## src/rtl/alarm_match_pkg.sv

```systemverilog
package alarm_match_pkg;

    // Flag/interrupt clearing sequence states
    typedef enum logic [1:0] {
        S_QUIET = 2'b00,  // flag clear, interrupt released
        S_IRQ   = 2'b01,  // flag set, interrupt driven
        S_FLAG  = 2'b10,  // flag set, interrupt already acknowledged
        S_SPARE = 2'b11   // unused encoding, recovers to S_QUIET
    } alm_state_t;

endpackage

```

## src/rtl/alm_repeat_decode.sv

```systemverilog
module alm_repeat_decode #(
    parameter int NUM_FIELDS = 5
) (
    input  logic [NUM_FIELDS-1:0] rpt,
    output logic [NUM_FIELDS-1:0] cmp_en
);

    localparam logic [NUM_FIELDS-1:0] ALL_ONES = {NUM_FIELDS{1'b1}};

    logic code_ok;

    // Legal codes are a run of ones anchored at the top bit;
    // anything else compares nothing and fires every update.
    always_comb begin
        code_ok = 1'b0;
        for (int k = 0; k <= NUM_FIELDS; k++) begin
            if (rpt == (ALL_ONES << k)) begin
                code_ok = 1'b1;
            end
        end
        cmp_en = code_ok ? ~rpt : '0;
    end

endmodule

```

## src/rtl/alm_field_cmp.sv

```systemverilog
module alm_field_cmp #(
    parameter int NUM_FIELDS = 5,
    parameter int FIELD_W    = 8
) (
    input  logic [NUM_FIELDS*FIELD_W-1:0] cur_time,
    input  logic [NUM_FIELDS*FIELD_W-1:0] alm_time,
    input  logic [NUM_FIELDS-1:0]         cmp_en,
    output logic                          all_match
);

    logic [NUM_FIELDS-1:0] field_ok;

    // One equality slice per field; a masked field always agrees
    for (genvar i = 0; i < NUM_FIELDS; i++) begin : g_field
        assign field_ok[i] = !cmp_en[i] ||
            (cur_time[i*FIELD_W +: FIELD_W] == alm_time[i*FIELD_W +: FIELD_W]);
    end

    assign all_match = &field_ok;

endmodule

```

## src/rtl/alm_flag_fsm.sv

```systemverilog
module alm_flag_fsm
    import alarm_match_pkg::*;
(
    input  logic clk,
    input  logic rst_n,
    input  logic hit,
    input  logic irq_ok,
    input  logic flags_rd,
    output logic alarm_flag,
    output logic irq_n
);

    alm_state_t state, state_nx;

    // Next-state logic: a hit outranks a read
    always_comb begin
        state_nx = state;
        unique case (state)
            S_QUIET: begin
                if (hit) state_nx = irq_ok ? S_IRQ : S_FLAG;   // arm / latch
            end
            S_IRQ: begin
                if (hit)           state_nx = S_IRQ;           // arm / hold
                else if (flags_rd) state_nx = S_FLAG;          // ack
            end
            S_FLAG: begin
                if (hit)           state_nx = irq_ok ? S_IRQ : S_FLAG;
                else if (flags_rd) state_nx = S_QUIET;         // drop
            end
            S_SPARE: state_nx = S_QUIET;
            default: state_nx = S_QUIET;
        endcase
    end

    // State register
    always_ff @(posedge clk or negedge rst_n) begin
        if (!rst_n) state <= S_QUIET;
        else        state <= state_nx;
    end

    // Outputs decoded from state alone
    always_comb begin
        alarm_flag = 1'b0;
        irq_n      = 1'b1;
        unique case (state)
            S_QUIET: begin alarm_flag = 1'b0; irq_n = 1'b1; end
            S_IRQ:   begin alarm_flag = 1'b1; irq_n = 1'b0; end
            S_FLAG:  begin alarm_flag = 1'b1; irq_n = 1'b1; end
            S_SPARE: begin alarm_flag = 1'b0; irq_n = 1'b1; end
            default: begin alarm_flag = 1'b0; irq_n = 1'b1; end
        endcase
    end

    p_hit_sets_flag_r5: assert property (@(posedge clk) disable iff (!rst_n)
        hit |=> alarm_flag);

    p_irq_gated_r6: assert property (@(posedge clk) disable iff (!rst_n)
        (hit && !irq_ok && irq_n) |=> irq_n);

    p_first_read_r7: assert property (@(posedge clk) disable iff (!rst_n)
        (!hit && flags_rd && !irq_n) |=> (irq_n && alarm_flag));

    p_second_read_r8: assert property (@(posedge clk) disable iff (!rst_n)
        (!hit && flags_rd && irq_n) |=> !alarm_flag);

    p_irq_implies_flag_r7: assert property (@(posedge clk) disable iff (!rst_n)
        !irq_n |-> alarm_flag);

endmodule

```

## src/rtl/alarm_repeat_match.sv

```systemverilog
module alarm_repeat_match #(
    parameter int NUM_FIELDS = 5,
    parameter int FIELD_W    = 8
) (
    input  logic                          clk,
    input  logic                          rst_n,
    input  logic                          upd_tick,
    input  logic [NUM_FIELDS*FIELD_W-1:0] cur_time,
    input  logic [NUM_FIELDS*FIELD_W-1:0] alm_time,
    input  logic [NUM_FIELDS-1:0]         rpt,
    input  logic                          irq_en,
    input  logic                          backup_en,
    input  logic                          on_backup,
    input  logic                          flags_rd,
    output logic                          alarm_flag,
    output logic                          irq_n
);

    logic [NUM_FIELDS-1:0] cmp_en;
    logic                  all_match;
    logic                  hit;
    logic                  irq_ok;

    alm_repeat_decode #(.NUM_FIELDS(NUM_FIELDS)) u_dec (
        .rpt    (rpt),
        .cmp_en (cmp_en)
    );

    alm_field_cmp #(.NUM_FIELDS(NUM_FIELDS), .FIELD_W(FIELD_W)) u_cmp (
        .cur_time  (cur_time),
        .alm_time  (alm_time),
        .cmp_en    (cmp_en),
        .all_match (all_match)
    );

    // Only the update strobe samples the comparison
    assign hit    = upd_tick && all_match;
    // Backup power needs the extra enable
    assign irq_ok = irq_en && (!on_backup || backup_en);

    alm_flag_fsm u_fsm (
        .clk        (clk),
        .rst_n      (rst_n),
        .hit        (hit),
        .irq_ok     (irq_ok),
        .flags_rd   (flags_rd),
        .alarm_flag (alarm_flag),
        .irq_n      (irq_n)
    );

    p_no_tick_no_set_r4: assert property (@(posedge clk) disable iff (!rst_n)
        (!upd_tick && !alarm_flag) |=> !alarm_flag);

    p_backup_gate_r9: assert property (@(posedge clk) disable iff (!rst_n)
        (on_backup && !backup_en && irq_n) |=> irq_n);

    p_every_tick_r3: assert property (@(posedge clk) disable iff (!rst_n)
        (upd_tick && cmp_en == '0) |=> alarm_flag);

endmodule

```

## config.mk

```make
export PLATFORM = sky130hd
export DESIGN_NAME = alarm_repeat_match
export DESIGN_NICKNAME = d
export VERILOG_FILES = /design/src/rtl/alarm_match_pkg.sv /design/src/rtl/alm_repeat_decode.sv /design/src/rtl/alm_field_cmp.sv /design/src/rtl/alm_flag_fsm.sv /design/src/rtl/alarm_repeat_match.sv
export SDC_FILE = /design/constraint.sdc
export NUM_CORES = 1
export LEC_CHECK = 0
export BUFFER_PORTS_ARGS = -buffer_cell sky130_fd_sc_hd__buf_2
export CORE_AREA = 2 2 50 52
export DETAILED_ROUTE_END_ITERATION = 8
export DIE_AREA = 0 0 52 54
export PLACE_DENSITY = 0.82
export SLEW_MARGIN = 10
export SYNTH_ARGS = -nofsm -noshare
export SYNTH_HDL_FRONTEND = slang
export SYNTH_SLANG_ARGS = --single-unit
```

## constraint.sdc

```tcl
create_clock -name clk -period 3.6 [get_ports clk]
set_clock_uncertainty 0.15 [all_clocks]
set_input_delay 0.54 -clock clk [delete_from_list [all_inputs] [get_ports clk]]
set_output_delay 0.54 -clock clk [all_outputs]
set_load 0.005 [all_outputs]
```

==> metrics.md <==
| Metric | Value |
|---|---|
| Cts repair resizes | 0 |
| Hold Path Class | in2async |
| Syn Inst Count | 91 |
| Setup TNS | 0 ns |
| Largest registers | u_fsm.state: 2 flops |
| Total congestion overflow | 0 |
| Post-Layout Cell Count | 218 |
| Reg2Reg Setup Slack | 1.70 ns |
| # DRC | 0 |
| RSZ-0062 raised after global routing | false |
| Max cap viols | 0 |
| Core area | 0.00232 sq mm |
| Nets@finish | 287 |
| Starting Density | 0.318 |
| H-tree levels | 1 |
| First-pass DRT Iterations | 4 |
| Initial antenna violation count | 0 |
| Fin. max-slew vios | 0 |
| Commonest non-fill, non-tap cell in the layout | buf_2 |
| Width of the die | 52 um |
| Crit share post-route | 0.528 |
| Crit path launch type | flop |
| CP endpoint kind | flop |
| Placed Area | 0.00124 sq mm |
| Critical path class | reg2reg |
| PD cells | 260 mW/mm^2 |
| Clock transition at the registers of the reported paths | 0.03 ns |
| Skew-Pair Late Insertion Delay | 0.23 ns |
| I/O pin cnt | 94 |
| Lkg Pwr | 0.716 nW |
| Hold buffers post-CTS | 1 |
| Worst Path Arrival | 1.90 ns |
| Mean area per synthesized cell | 8.10 sq um |
| Fillers | 228 |
| Worst vdd ir | 0.000213 V |
| GRT Overall Usage | 0.154 |
| Share of Yosys cell area claimed by the top area cell type | 0.475 |
| Row count | 18 |
| Sequential area share after synthesis | 0.0679 |
| Seq cells post-synth | 2 |
| Area of the die | 0.00281 sq mm |
| Longest Clk Path Bufs | 2 |
| Tot Pwr | 330 uW |
| Req. time, crit path | 3.60 ns |
| Port bufs | 93 |
| Routed vias/inst | 4.50 |
| Share of cells above drive strength 1 | 0.537 |
| Clock Sinks | 2 |
| Antenna Violating Nets Remaining | 0 |
| Hold Worst Slack | 0.487 ns |
| Root Driver | clkbuf_4 |
| Antenna Cells | 0 |
| Vias in the first global route | 916 |
| Max reg flops | 2 |
| CTS Buf Count | 3 |
| Tmin final | 1.90 ns |
| Final setup fails | 0 |
| GPL Wtd Cong | 0.694 |
| Commonest non-fill, non-tap cells in the layout | buf_2, xor2_1, nor4_1, inv_1 |
| DRT iter0 DRCs | 6 |
| Die Ht | 54 um |
| Post-CTS setup repair buffer count | 0 |
| Post-Syn Area | 737 sq um |
| Placed wire-length estimate | 1940 um |
| Status | finished, final reports clean |
| Mapped Nets | 188 |
| Top cell type by total area after synthesis | xor2_1 |
| First-pass GRT wire length | 3300 um |
| Vias | 982 |
| Placed Cells | 214 |
| Worst-path maximum fanout | 4 |
| Yosys cell types | 22 |
| WL per Instance | 9.71 um |
| Largest Register | u_fsm.state |
| CTS tree | done |
| Worst slew pin tran | 0.323 ns |
| Hold Vio Cnt, Final | 0 |
| Synth-to-Final Area Change | 72.7% |
| Final Cell Area | 0.00127 sq mm |
| Pin count of the biggest net entering global routing | 5 |
| Largest cells by area after synthesis | xor2_1, nor4_1, ha_1 |
| Number of synthesis warnings | 0 |
| Max Fclk | 526 MHz |
| Slew headroom | 0.783 |
| Drt total wl | 2120 um |
worst paths after layout:
kind	end	start	cells after the start
worst max-delay path	u_fsm.state[1]	u_fsm.state[0]	8
worst min-delay path	u_fsm.state[0]	rst_n	2
worst max register to register	u_fsm.state[1]	u_fsm.state[0]	8
worst min register to register	u_fsm.state[0]	u_fsm.state[0]	3
max in group asynchronous	u_fsm.state[1]	rst_n	2
min in group clk	u_fsm.state[1]	upd_tick	5
layer usage:
metal | vias up | track usage | routed length [um]
met5 | - | 0 | 0
met4 | 0 | 0.0658 | 19
met3 | 2 | 0.0306 | 282
met2 | 62 | 0.331 | 1100
met1 | 409 | 0.135 | 719
li1 | 509 | - | -
synthesized netlist by cell type:
cell type  count
nor2_1         2
a21oi_1        5
o21ba_2        1
ha_1           5
nand2_1        2
o21ai_1        1
a31oi_1        3
o21ai_0        1
o21ba_1        1
and2b_2        1
inv_1          7
xor2_1        40
nor4_1        11
a21boi_0       1
a21boi_1       1
nor2_4         1
a2bb2oi_1      1
dfrtp_1        2
nand3_1        1
o21a_2         1
mux2i_1        2
nor4_2         1
metrics by stage:
| step | util | setup WS, ns |
|---|---|---|
| 2_1_floorplan | - | 1.76 |
| 3_3_place_gp | 0.535 | 1.52 |
| 3_5_place_dp | 0.535 | 1.50 |
| 4_1_cts | 0.549 | 1.69 |
| 5_1_grt | 0.549 | 1.51 |
| 6_report | 0.549 | 1.70 |
cells by family (layout without fill, tap and decap cells):
group	count (synthesis)	count (layout)	synth area share
AO/OA/AOI/OAI	16	16	0.144
XOR/XNOR	40	40	0.475
adder cells (fa/ha/maj)	5	5	0.0849
buffers and inverters	7	104	0.0357
flip-flops	2	2	0.0679
multiplexers	2	2	0.0272
AND/OR/NAND/NOR	19	19	0.165
worst max-delay path, stage by stage, from the launching register on:
cell       delay, ns
dfrtp_1         0.37
inv_1           0.10
ha_1            0.23
o21ba_1         0.21
nor2_4          0.13
mux2i_1         0.09
a21oi_1         0.17
a21boi_0        0.21
a2bb2oi_1       0.16
layout make-up:
class | instances | area, sq um | share of cell area
well taps | 30 | 37.5 | 0.0295
inverters | 7 | 26.3 | 0.0206
repair buffers | 94 | 475 | 0.374
flip-flops and latches | 2 | 50.0 | 0.0393
clock buffers | 3 | 22.5 | 0.0177
multi-input cells | 82 | 661 | 0.519
power by group:
| part | internal [mW] | switching (mW) | total, mW |
|---|---|---|---|
| clock | 0.0370 | 0.0157 | 0.0527 |
| combinational | 0.127 | 0.111 | 0.238 |
| sequential | 0.0319 | 0.00792 | 0.0398 |
| total | 0.196 | 0.134 | 0.330 |
Note: power is estimated with default switching activity, not from simulation.
